--- config.mk ---
export PLATFORM = sky130hd
export DESIGN_NAME = dep_lat_scoreboard
export DESIGN_NICKNAME = d
export VERILOG_FILES = /design/src/rtl/lsb_pkg.sv /design/src/rtl/lsb_lat_sel.sv /design/src/rtl/lsb_cycle_ctr.sv /design/src/rtl/lsb_tag_table.sv /design/src/rtl/dep_lat_scoreboard.sv
export SDC_FILE = /design/constraint.sdc
export NUM_CORES = 1
export LEC_CHECK = 0
export ABC_AREA = 0
export BUFFER_PORTS_ARGS = -buffer_cell sky130_fd_sc_hd__buf_2
export CORE_ASPECT_RATIO = 0.8
export CORE_UTILIZATION = 40
export DETAILED_ROUTE_END_ITERATION = 6
export PLACE_DENSITY = 0.66
export REMOVE_ABC_BUFFERS = 1
export SKIP_CTS_REPAIR_TIMING = 1
export SLEW_MARGIN = 20
export SYNTH_ARGS = -nofsm -noshare
export SYNTH_HDL_FRONTEND = slang
export SYNTH_SLANG_ARGS = --single-unit
--- constraint.sdc ---
create_clock -name clk -period 11.09 [get_ports clk]
set_input_delay 0.5545 -clock clk [delete_from_list [all_inputs] [get_ports clk]]
set_output_delay 0.5545 -clock clk [all_outputs]
set_load 0.05 [all_outputs]
--- src/rtl/lsb_pkg.sv ---
package lsb_pkg;

    localparam int PCLS_W = 4;
    localparam int CCLS_W = 2;

    typedef enum logic [PCLS_W-1:0] {
        PK_ALU    = 4'd0,
        PK_ROTREC = 4'd1,
        PK_LOAD   = 4'd2,
        PK_LDSP   = 4'd3,
        PK_MUL    = 4'd4,
        PK_MULREC = 4'd5,
        PK_DIV    = 4'd6,
        PK_DIVREC = 4'd7,
        PK_MMA    = 4'd8,
        PK_STUPD  = 4'd9
    } prod_e;

    typedef enum logic [CCLS_W-1:0] {
        CK_PLAIN = 2'd0,
        CK_CR    = 2'd1,
        CK_MUL   = 2'd2,
        CK_MMA   = 2'd3
    } cons_e;

    // default and pair-specific waits, in cycles
    localparam int LAT_ALU       = 2;
    localparam int LAT_ALU_CR    = 4;
    localparam int LAT_ROT       = 3;
    localparam int LAT_ROT_CR    = 5;
    localparam int LAT_LOAD      = 4;
    localparam int LAT_LDSP      = 7;
    localparam int LAT_MUL       = 5;
    localparam int LAT_MUL_CHAIN = 4;
    localparam int LAT_MULREC_CR = 7;
    localparam int LAT_DIV       = 12;
    localparam int LAT_DIVREC_CR = 14;
    localparam int LAT_MMA       = 9;
    localparam int LAT_MMA_CHAIN = 4;
    localparam int LAT_STUPD     = 2;
    localparam int LAT_OTHER     = 2;

    localparam int LAT_MAX = LAT_DIVREC_CR;
    localparam int LAT_W   = $clog2(LAT_MAX + 1);

endpackage

--- src/rtl/lsb_lat_sel.sv ---
module lsb_lat_sel
    import lsb_pkg::*;
(
    input  logic [PCLS_W-1:0] prod_i,
    input  logic [CCLS_W-1:0] cons_i,
    output logic [LAT_W-1:0]  lat_o
);

    int lat;

    always_comb begin
        lat = LAT_OTHER;
        case (prod_i)
            PK_ALU:    lat = (cons_i == CK_CR)  ? LAT_ALU_CR : LAT_ALU;
            PK_ROTREC: lat = (cons_i == CK_CR)  ? LAT_ROT_CR : LAT_ROT;
            PK_LOAD:   lat = LAT_LOAD;
            PK_LDSP:   lat = LAT_LDSP;
            PK_MUL:    lat = (cons_i == CK_MUL) ? LAT_MUL_CHAIN : LAT_MUL;
            PK_MULREC: begin
                if (cons_i == CK_MUL)     lat = LAT_MUL_CHAIN;
                else if (cons_i == CK_CR) lat = LAT_MULREC_CR;
                else                      lat = LAT_MUL;
            end
            PK_DIV:    lat = LAT_DIV;
            PK_DIVREC: lat = (cons_i == CK_CR)  ? LAT_DIVREC_CR : LAT_DIV;
            PK_MMA:    lat = (cons_i == CK_MMA) ? LAT_MMA_CHAIN : LAT_MMA;
            PK_STUPD:  lat = LAT_STUPD;
            default:   lat = LAT_OTHER;
        endcase
        lat_o = LAT_W'(lat);
    end

endmodule

--- src/rtl/lsb_cycle_ctr.sv ---
module lsb_cycle_ctr #(
    parameter int CNT_W = 6
) (
    input  logic             clk,
    input  logic             rst_n,
    output logic [CNT_W-1:0] cyc_o
);

    typedef struct packed {
        logic [CNT_W-1:0] cnt;
    } ctr_t;

    ctr_t ctr_d, ctr_q;

    always_comb begin
        ctr_d     = ctr_q;
        ctr_d.cnt = ctr_q.cnt + CNT_W'(1);
    end

    always_ff @(posedge clk) begin
        if (!rst_n) ctr_q <= '0;
        else        ctr_q <= ctr_d;
    end

    assign cyc_o = ctr_q.cnt;

    // one step per clock, wrapping
    a_r1_count_step: assert property (@(posedge clk) disable iff (!rst_n)
        1'b1 |=> ctr_q.cnt == CNT_W'($past(ctr_q.cnt) + CNT_W'(1)));

endmodule

--- src/rtl/lsb_tag_table.sv ---
module lsb_tag_table
    import lsb_pkg::*;
#(
    parameter int NUM_TAGS = 32,
    parameter int CNT_W    = 6,
    parameter int NQ       = 2,
    localparam int TAG_W   = $clog2(NUM_TAGS)
) (
    input  logic                    clk,
    input  logic                    rst_n,
    input  logic [CNT_W-1:0]        cyc_i,
    input  logic                    iss_vld_i,
    input  logic [TAG_W-1:0]        iss_tag_i,
    input  logic [PCLS_W-1:0]       iss_cls_i,
    input  logic [NQ*TAG_W-1:0]     qry_tag_i,
    output logic [NQ-1:0]           rd_pend_o,
    output logic [NQ*PCLS_W-1:0]    rd_cls_o,
    output logic [NQ*CNT_W-1:0]     rd_stamp_o
);

    typedef struct packed {
        logic [NUM_TAGS-1:0]             pend;
        logic [NUM_TAGS-1:0][PCLS_W-1:0] cls;
        logic [NUM_TAGS-1:0][CNT_W-1:0]  stamp;
    } tbl_t;

    tbl_t tbl_d, tbl_q;

    always_comb begin
        logic [CNT_W-1:0] age;
        tbl_d = tbl_q;
        // retire records older than the longest wait so the age never wraps
        for (int i = 0; i < NUM_TAGS; i++) begin
            age = cyc_i - tbl_q.stamp[i];
            if (tbl_q.pend[i] && (age >= CNT_W'(LAT_MAX))) begin
                tbl_d.pend[i] = 1'b0;
            end
        end
        // a new issue wins over retirement of the same tag
        if (iss_vld_i) begin
            tbl_d.pend[iss_tag_i]  = 1'b1;
            tbl_d.cls[iss_tag_i]   = iss_cls_i;
            tbl_d.stamp[iss_tag_i] = cyc_i;
        end
    end

    always_ff @(posedge clk) begin
        if (!rst_n) tbl_q <= '0;
        else        tbl_q <= tbl_d;
    end

    for (genvar q = 0; q < NQ; q++) begin : g_rd
        logic [TAG_W-1:0] tag;
        assign tag                            = qry_tag_i[q*TAG_W +: TAG_W];
        assign rd_pend_o[q]                   = tbl_q.pend[tag];
        assign rd_cls_o[q*PCLS_W +: PCLS_W]   = tbl_q.cls[tag];
        assign rd_stamp_o[q*CNT_W +: CNT_W]   = tbl_q.stamp[tag];
    end

    // reset leaves nothing pending
    a_r1_reset_clear: assert property (@(posedge clk) disable iff (!rst_n)
        $rose(rst_n) |-> tbl_q.pend == '0);

    // an issue writes the record with the issue cycle
    a_r2_issue_record: assert property (@(posedge clk) disable iff (!rst_n)
        iss_vld_i |=> tbl_q.pend[$past(iss_tag_i)] &&
                      tbl_q.stamp[$past(iss_tag_i)] == $past(cyc_i) &&
                      tbl_q.cls[$past(iss_tag_i)] == $past(iss_cls_i));

    for (genvar i = 0; i < NUM_TAGS; i++) begin : g_age_chk
        // a pending record never ages past the longest wait
        a_r10_age_bound: assert property (@(posedge clk) disable iff (!rst_n)
            tbl_q.pend[i] |-> CNT_W'(cyc_i - tbl_q.stamp[i]) <= CNT_W'(LAT_MAX));
    end

endmodule

--- src/rtl/dep_lat_scoreboard.sv ---
module dep_lat_scoreboard
    import lsb_pkg::*;
#(
    parameter int NUM_TAGS = 32,
    parameter int CNT_W    = 6,
    parameter int NQ       = 2,
    localparam int TAG_W   = $clog2(NUM_TAGS)
) (
    input  logic                 clk,
    input  logic                 rst_n,
    input  logic                 iss_vld_i,
    input  logic [TAG_W-1:0]     iss_tag_i,
    input  logic [PCLS_W-1:0]    iss_cls_i,
    input  logic [NQ*TAG_W-1:0]  qry_tag_i,
    input  logic [NQ*CCLS_W-1:0] qry_cls_i,
    output logic [NQ-1:0]        qry_rdy_o,
    output logic [CNT_W-1:0]     cycle_o
);

    logic [CNT_W-1:0]     cyc;
    logic [NQ-1:0]        rd_pend;
    logic [NQ*PCLS_W-1:0] rd_cls;
    logic [NQ*CNT_W-1:0]  rd_stamp;

    lsb_cycle_ctr #(.CNT_W(CNT_W)) u_ctr (
        .clk   (clk),
        .rst_n (rst_n),
        .cyc_o (cyc)
    );

    lsb_tag_table #(.NUM_TAGS(NUM_TAGS), .CNT_W(CNT_W), .NQ(NQ)) u_tbl (
        .clk        (clk),
        .rst_n      (rst_n),
        .cyc_i      (cyc),
        .iss_vld_i  (iss_vld_i),
        .iss_tag_i  (iss_tag_i),
        .iss_cls_i  (iss_cls_i),
        .qry_tag_i  (qry_tag_i),
        .rd_pend_o  (rd_pend),
        .rd_cls_o   (rd_cls),
        .rd_stamp_o (rd_stamp)
    );

    for (genvar q = 0; q < NQ; q++) begin : g_qry
        logic [LAT_W-1:0]  lat;
        logic [CNT_W-1:0]  age;
        logic [TAG_W-1:0]  qtag;
        logic [CCLS_W-1:0] qcls;

        assign qtag = qry_tag_i[q*TAG_W +: TAG_W];
        assign qcls = qry_cls_i[q*CCLS_W +: CCLS_W];

        lsb_lat_sel u_sel (
            .prod_i (rd_cls[q*PCLS_W +: PCLS_W]),
            .cons_i (qcls),
            .lat_o  (lat)
        );

        assign age          = cyc - rd_stamp[q*CNT_W +: CNT_W];
        assign qry_rdy_o[q] = !rd_pend[q] || (age >= CNT_W'(lat));

        // no wait is shorter than two cycles
        a_r2_busy_after_issue: assert property (@(posedge clk) disable iff (!rst_n)
            iss_vld_i |=> (qtag != $past(iss_tag_i)) || !qry_rdy_o[q]);

        // readiness holds while the tag is not reissued
        a_r10_ready_holds: assert property (@(posedge clk) disable iff (!rst_n)
            (qry_rdy_o[q] && !(iss_vld_i && iss_tag_i == qtag)) |=>
            (qtag != $past(qtag)) || (qcls != $past(qcls)) || qry_rdy_o[q]);
    end

    assign cycle_o = cyc;

endmodule

# Yosys cells after proc, flatten, opt, wreduce, memory -nomap -nowiden
# Index checks and enable logic that the tools add are counted.
totals:
  ff_bits: 358
  input_bits: 26
  elab_cells: 270
op_classes:
  n_addsub: 35
  magnitude_cmp: 38
  n_eq_ne: 22
  muxes: 69
  bitwise_logic: 1
  n_reduce_logical: 39
op_table:
  columns: ["operator", "count"]
  rows:
  - ["352-bit two-way mux", 1]
  - ["6-bit subtractor", 34]
  - ["192-bit bitwise mux", 1]
  - ["6-bit by 4-bit >= comparator with 1-bit output, second input constant", 32]
  - ["128-bit bitwise mux", 1]
  - ["4-bit one-hot mux with 9 select lines", 2]
  - ["6-bit binary-select mux with 5-bit select", 2]
  - ["4-bit binary-select mux with 5-bit select", 2]
  - ["1-bit two-way mux", 37]
  - ["1-bit logical AND", 33]
  - ["4-bit by 3-bit == test with 1-bit output, second input constant", 8]
  - ["32-bit bitwise OR", 1]
  - ["6-bit demux with 5-bit select", 1]
  - ["4-bit two-way mux", 7]
  - ["4-bit demux with 5-bit select", 1]
  - ["5-bit by 6-bit less-than comparator with 1-bit output, second input constant", 3]
  - ["6-bit two-way mux", 3]
  - ["4-bit by 2-bit == test with 1-bit output, second input constant", 4]
  - ["6-bit by 4-bit >= comparator with 1-bit output", 2]
  - ["3-bit two-way mux", 4]
  - ["1-bit binary-select mux with 5-bit select", 2]
  - ["2-bit == test, second input constant", 4]
  - ["4-bit by 1-bit == test with 1-bit output, second input constant", 2]
  - ["4-bit == test, second input constant", 2]
  - ["8 further kinds", 15]

# Depth between registers and ports, before layout
# Gate-level depths: netlist of the first run.
depth:
  word_depth: 6
  mapped_depth: 17
  depth_no_buf: 14

# Hierarchy
# From an unflattened synthesis of the first run, not the netlist that was laid out.
hier_totals:
  hier_cells: 2837
  area_unflattened_um2: 26276.5
modules_own_cells:
  columns: ["module", "n_inst", "cells_each", "area_each_um2", "seq_area_each_um2"]
  rows:
  - ["lsb_tag_table", 1, 2676, 25087.8, 7046.8]
  - ["dep_lat_scoreboard", 1, 97, 720.7, 0.0]
  - ["lsb_cycle_ctr", 1, 22, 235.2, 120.1]
  - ["lsb_lat_sel", 2, 21, 116.4, 0.0]

# Worst setup path before layout of the first run
# Ideal clock, no wire load.
synth_timing:
  path_type: "register -> output"
  start: "reg u_ctr.ctr_q, in the netlist u_ctr.cyc_o[1]"
  end: "out qry_rdy_o[0]"
  arrival_ns: 4.984
  t_required_ns: 10.535
  slack_ns: 5.552
  path_stages_with_launch: 8
  n_path_buf: 0
  cell_sequence: "dfxtp_1 -> ha_1 -> a21o_1 -> a21oi_1 -> o21bai_1 -> a21oi_1 -> xnor3_1 -> or3_1"
synth_via:
  elab_chain_cells: 3
synth_rtl:
  columns: ["element", "line", "source"]
  rows:
  - ["start: declaration", "lsb_cycle_ctr.sv:13", "ctr_t ctr_d, ctr_q;"]
  - ["start signal: assignment", "lsb_cycle_ctr.sv:22", "else ctr_q <= ctr_d;"]
  - ["6-bit subtractor", "dep_lat_scoreboard.sv:59", "assign age = cyc - rd_stamp[q*CNT_W +: CNT_W];"]
  - ["6-bit by 4-bit >= comparator with 1-bit output", "dep_lat_scoreboard.sv:60", "assign qry_rdy_o[q] = !rd_pend[q] || (age >= CNT_W'(lat));"]
  - ["1-bit logical OR", "dep_lat_scoreboard.sv:60", null]
  - ["end: declaration", "dep_lat_scoreboard.sv:16", "output logic [NQ-1:0] qry_rdy_o,"]
# No other way between the ends.

# Worst setup path after layout of the first run
layout_timing:
  start: "in qry_tag_i[1]"
  end: "out qry_rdy_o[0]"
layout_via:
  elab_chain_cells: 6
layout_rtl:
  columns: ["element", "line", "source"]
  rows:
  - ["start: declaration", "dep_lat_scoreboard.sv:14", "input logic [NQ*TAG_W-1:0] qry_tag_i,"]
  - ["parallel branches: the longest is 5 deep, another holds 6-bit subtractor", null, null]
  - ["1-bit logical OR *", "dep_lat_scoreboard.sv:60", null]
# Mark *: on every way between the ends. The select of a mux whose other input is x is not followed.

==> metrics.md, run 1 <==
| Metric | Value |
|---|---|
| Vias/cell | 5.81 |
| CP required | 10.54 ns |
| #FFs+latches synth | 358 |
| Cell area after layout | 29100 sq um |
| Crit Path Class | input pin to primary output |
| Mapped Area | 27000 sq um |
| Syn-to-layout area delta | 7.54% |
| Fmax | 163 MHz |
| Peak VDD IR | 0.0928 mV |
| H-tree lvl count | 2 |
| Initial Util | 40.8% |
| DP Area | 27800 sq um |
| DIE HEIGHT | 234 microns |
| Gr usage total | 23.3% |
| Clock slew at reported path FFs | 0.06 ns |
| Synth area leaders | dfxtp_1 (27%), mux4_2 (16%), ha_1 (8.3%) |
| Hold Path Class | flip-flop to flip-flop |
| Register area share after synthesis | 26.5% |
| Area of the core | 66200 sq um |
| Cts bufs inserted | 39 |
| Max_cap viols | 0 |
| Dpl cells | 3561 |
| RSZ-0062 raised after global routing | false |
| DR pass1 iterations | 5 |
| Largest net degree at the start of global routing | 129 |
| Buffers on Ports | 33 |
| Final Hold Fails | 0 |
| Worst skew pair latency | 0.56 ns |
| Die ar. | 68600 sq um |
| Setup-failing EPs final | 0 |
| Vias in the first global route | 19500 |
| Post-synth EDFFs | 0 |
| Row count | 84 |
| Relative slew slack | 25.6% |
| Wire length on met3 | 9480 microns |
| First-pass GRT wire length | 123000 microns |
| Post-Syn Area per Cell | 9.59 sq um |
| Yosys warning count | 0 |
| Area fraction of the dominant cell type after synthesis | 26.5% |
| CP arrival | 5.59 ns |
| Antenna violations before repair | 4 |
| CP Capture Type | primary output |
| Synth cell types | 47 |
| FF/Latch Area | 7190 sq um |
| Routability Congestion | 0.944 |
| Clk sinks | 358 |
| Final min period | 6.14 ns |
| Outcome | finished, final reports clean |
| Ys flop type | dfxtp_1 |
| DRT iter0 DRCs | 2327 |
| GRT overflow | 0 |
| WL met2 | 32700 microns |
| Vias | 21100 |
| Detailed placer's ending HPWL | 57700 microns |
| Leakage power | 9.98 nW |
| Total Nets Final | 2981 |
| Root Driver | clkbuf_16 |
| Worst-Margin Slew | 1.12 ns |
| Drc violations | 0 |
| Routed wire per std cell | 22.0 microns |
| P per Cell Area | 106 nW/um^2 |
| Drt total wl | 79900 microns |
| Cells after Synth | 2818 |
| Cell taking the most area after synthesis | dfxtp_1 |
| Layout Skew | 0.0241 ns |
| Filler Cells Inserted | 6282 |
| Setup TNS | 0 ns |
| CP max FO | 42 |
| Layout cells sized above 1 | 12.1% |
| I/O pin cnt | 34 |
| Setup crit start kind | input pin |
| Max layer used | met5 |
| CTS tree | built |
| CTS max path bufs | 3 |
| M1 WL | 36400 microns |
| Antenna-violating nets left | 0 |
| Die X | 293 microns |
| Multi-input gate area | 18400 sq um |
| Ys async rst share | 0% |
| Flop2flop setup slack | 7.59 ns |
| Slew Viols, Final | 0 |
| Final worst-path cycle share | 55.4% |
| Final cell count without fillers | 3632 |
-- area by class of cell --
cell class / count / share of cell area (%)
multi-input combinational: 2102 / 63.4
sequential: 358 / 24.7
clock buffer: 60 / 3.95
tap: 860 / 3.70
inverter: 177 / 2.29
timing repair buffer: 64 / 1.43
clock inverter: 9 / 0.426
antenna: 2 / 0.0172
-- critical path, stage by stage --
cell and delay, ns:
buf_4 0.48, buf_4 0.68, mux4_1 0.65, mux4_2 0.53, mux2i_1 0.27, nor2_1 0.10, and3b_1 0.16, or4_1 0.51
ha_1 0.28, nand2b_1 0.14, a21oi_1 0.18, nor2b_1 0.07, o21ai_0 0.17, nand2_1 0.07, or3_1 0.43, buf_2 0.25
-- cell usage in the layout, fill, tap and decap left out, types with 29 or more instances in the layout --
master,count
clkbuf_16,41
ha_1,179
o21ai_0,80
nand3_1,63
mux4_2,191
buf_4,35
a21oi_1,96
a21o_1,42
inv_1,176
mux4_1,29
dfxtp_1,352
o21a_1,92
xnor2_1,49
nand2_1,376
nor2b_1,217
nor2_1,71
fa_1,34
nand2b_1,36
mux2i_1,157
a21boi_0,179
nor3_1,29
xor2_1,77
-- worst paths after layout --
path	endpoint	cells after the start	from
worst max-delay path	qry_rdy_o[0]	16	qry_tag_i[1]
worst min register to register	flip-flop	2	flip-flop
worst min-delay path	flip-flop	2	flip-flop
worst max register to register	u_tbl.tbl_q[325]$_SDFF_PN0_	13	u_ctr.cyc_o[0]$_SDFF_PN0_
-- layer usage --
metal,vias up,GRT usage (%)
met2,937,33.2
met3,110,6.19
li1,9794,-
met4,4,4.30
met1,10300,35.1
met5,-,0
-- through the flow --
step / power (mW) / setup WS, ns / hold slack, ns / util [%]
5_1_grt: 3.19 / 4.76 / 0.504 / 43.9
3_3_place_gp: 1.75 / 5.03 / 0.465 / 41.9
3_5_place_dp: 1.75 / 5.01 / 0.473 / 41.9
6_report: 3.07 / 4.95 / 0.481 / 43.9
4_1_cts: 3.08 / 5.01 / 0.481 / 43.9
2_1_floorplan: 1.60 / 5.08 / 0.447 / -
-- cells in the mapped netlist, types with 3 or more instances --
cell	number
a31oi_1	18
dfxtp_1	358
nor2_1	73
ha_1	179
and3b_1	3
nand3_1	63
nand3b_1	13
inv_1	177
a21o_1	42
o21a_1	92
and3_1	3
o21ai_0	80
mux4_2	191
xnor2_1	49
nor2b_1	217
or3_1	25
buf_6	4
fa_1	34
a21boi_0	179
mux4_1	29
and2_1	5
xor2_1	77
nor3b_1	3
nand2b_1	36
buf_1	22
mux2_2	5
nand2_1	376
clkbuf_1	131
nor3_1	29
mux2i_1	157
a21oi_1	96
buf_2	21
a221oi_1	6
-- report_power, final --
group | leakage [nW] | internal, mW | switching [mW] | total (mW)
combinational | 6.46 | 0.184 | 0.236 | 0.420
sequential | 2.89 | 1.29 | 0.0170 | 1.31
clock | 0.624 | 0.782 | 0.559 | 1.34
total | 9.98 | 2.26 | 0.813 | 3.07
-- kinds of logic after synthesis --
family | synth area share (%)
multiplexers | 24.9
flip-flops | 26.5
AND/OR/NAND/NOR | 15.4
XOR/XNOR | 4.25
AO/OA/AOI/OAI | 12.8
adder cells (fa/ha/maj) | 10.8
buffers and inverters | 5.32
No activity file was read; power rests on OpenSTA's default activity.
==> run 2, diff against run 1 <==
--- a/config.mk
+++ b/config.mk
@@ -10,7 +10,7 @@
 export CORE_ASPECT_RATIO = 0.8
 export CORE_UTILIZATION = 40
 export DETAILED_ROUTE_END_ITERATION = 6
-export PLACE_DENSITY = 0.66
+export PLACE_DENSITY = 0.68
 export REMOVE_ABC_BUFFERS = 1
 export SKIP_CTS_REPAIR_TIMING = 1
 export SLEW_MARGIN = 20
==> constraint.sdc (replaced) <==
create_clock -name clk -period 5.1 [get_ports clk]
set_input_delay 0.255 -clock clk [delete_from_list [all_inputs] [get_ports clk]]
set_output_delay 0.255 -clock clk [all_outputs]
set_load 0.05 [all_outputs]
==> run 2 against run 1 <==
Clock power is 130% higher. Largest power group unchanged. Register-to-register slack worse by 5.6 ns. Utilization grew 0.48 points. Clock-buffer cell count fell by 6. Wire length rose by 0.45%. Highest routed layer is now met4. Critical path depth decreased by 2. Sequential share of layout area fell by 0.27 points. Cell area grew 1.1%.
==> metrics.md, run 2 (same netlist as run 1, synthesis figures left out) <==
| Metric | Value |
|---|---|
| CTS max path bufs | 3 |
| Final cell count without fillers | 3652 |
| Cts bufs inserted | 39 |
| Setup-failing EPs final | 0 |
| Switching Fraction | 25.9% |
| Row count | 84 |
| Drc violations | 0 |
| Worst-Margin Slew | 1.10 ns |
| Buffers on Ports | 33 |
| Die X | 293 microns |
| Routability Congestion | 0.959 |
| I/O pin cnt | 34 |
| Leakage power | 10.1 nW |
| Antenna violations before repair | 2 |
| Clock slew at reported path FFs | 0.06 ns |
| Outcome | finished, final reports clean |
| Reg power frac | 41.5% |
| Initial Util | 40.8% |
| Area of the core | 66200 sq um |
| H-tree lvl count | 2 |
| CP max FO | 3 |
| DR pass1 iterations | 5 |
| Slew Viols, Final | 0 |
| Detailed placer's ending HPWL | 58700 microns |
| Cell internal pwr | 5.08 mW |
| DIE HEIGHT | 234 microns |
| Hold slack | 0.301 ns |
| CTS tree | built |
| CP Capture Type | primary output |
| Final Hold Fails | 0 |
| CP required | 4.85 ns |
| GRT overflow | 0 |
| Vias | 21400 |
| Total Nets Final | 3003 |
| Gr usage total | 23.4% |
| DP Area | 28000 sq um |
| Setup TNS | 0 ns |
| Most frequent cells in the layout | nand2_1 (376), dfxtp_1 (352), nor2b_1 (217), mux4_2 (191) |
| Final worst-path cycle share | 94.2% |
| Dpl cells | 3583 |
| Layout cells sized above 1 | 13.1% |
| Routed wire per std cell | 22.0 microns |
| Sw Pwr | 1.77 mW |
| Crit Path Class | flip-flop to primary output |
| Max_cap viols | 0 |
| CP arrival | 4.55 ns |
| P per Cell Area | 233 nW/um^2 |
| Peak VDD IR | 0.158 mV |
| Clock power frac | 44.8% |
| DRT iter0 DRCs | 2307 |
| Layout Skew | 0.0130 ns |
| Combinational fraction of design power | 13.7% |
| Final min period | 4.80 ns |
| RSZ-0062 raised after global routing | false |
| Drt total wl | 80300 microns |
| Tot Pwr | 6.85 mW |
| Vias/cell | 5.85 |
| Fmax | 208 MHz |
| Syn-to-layout area delta | 8.72% |
| Most common cell after layout, fill and taps aside | nand2_1 |
| Hold Path Class | input pin to flip-flop |
| Setup crit start kind | flip-flop |
| Antenna-violating nets left | 0 |
| Largest net degree at the start of global routing | 210 |
| Vias in the first global route | 19800 |
| Die ar. | 68600 sq um |
| Clk sinks | 358 |
| Worst skew pair latency | 0.55 ns |
| Relative slew slack | 26.4% |
| Root Driver | clkbuf_16 |
| First-pass GRT wire length | 124000 microns |
| Cell area after layout | 29400 sq um |
run 2: worst paths after layout:
kind | startpoint | endpoint | slack [ns] | cells after the start
setup / recovery | flip-flop | qry_rdy_o[0] | 0.30 | 14
hold / removal | iss_cls_i[3] | flip-flop | 0.30 | 3
setup reg to reg | u_ctr.cyc_o[0]$_SDFF_PN0_ | u_tbl.tbl_q[328]$_SDFF_PN0_ | 1.95 | 13
hold reg to reg | flip-flop | flip-flop | 0.48 | 2
run 2: layer usage:
layer / GRT usage, % / wire length, microns / up-vias
li1: - / - / 9826
met1: 34.4 / 35700 / 10400
met2: 34.0 / 33100 / 1029
met3: 6.09 / 9690 / 122
met4: 5.37 / 1820 / 0
met5: 0 / 0 / -
run 2: per-stage QoR:
stage / utilization [%] / worst slack [ns]
2_1_floorplan: - / -0.608
3_3_place_gp: 42.3 / 0.426
3_5_place_dp: 42.3 / 0.383
4_1_cts: 44.4 / 0.348
5_1_grt: 44.4 / 0.0466
6_report: 44.4 / 0.295
run 2: layout make-up:
cell class / count / area, sq um
multi-input combinational: 2102 / 18400
inverter: 177 / 664
timing repair buffer: 86 / 632
tap: 860 / 1080
clock inverter: 14 / 211
clock buffer: 54 / 1170
fill: 6216 / 36800
sequential: 358 / 7190
antenna: 1 / 2.50
run 2: critical path, stage by stage (launching register included):
cell	delay, ns
dfxtp_1	0.35
mux4_2	0.48
mux4_2	0.54
mux2i_1	0.26
nor2_1	0.10
and3b_1	0.16
or4_1	0.53
ha_1	0.28
nand2b_1	0.14
a21oi_1	0.16
nor2b_1	0.06
o21ai_0	0.20
nand2_1	0.08
or3_1	0.41
buf_2	0.24
run 2: power groups by stage:
stage / registers [mW] / logic (mW) / clock network (mW)
after detailed placement: 2.90 / 0.925 / 0
after global placement: 2.90 / 0.918 / 0
after global routing: 2.84 / 1.03 / 3.22
after floorplan: 2.93 / 0.563 / 0
after CTS: 2.84 / 0.931 / 3.09
final: 2.84 / 0.935 / 3.07
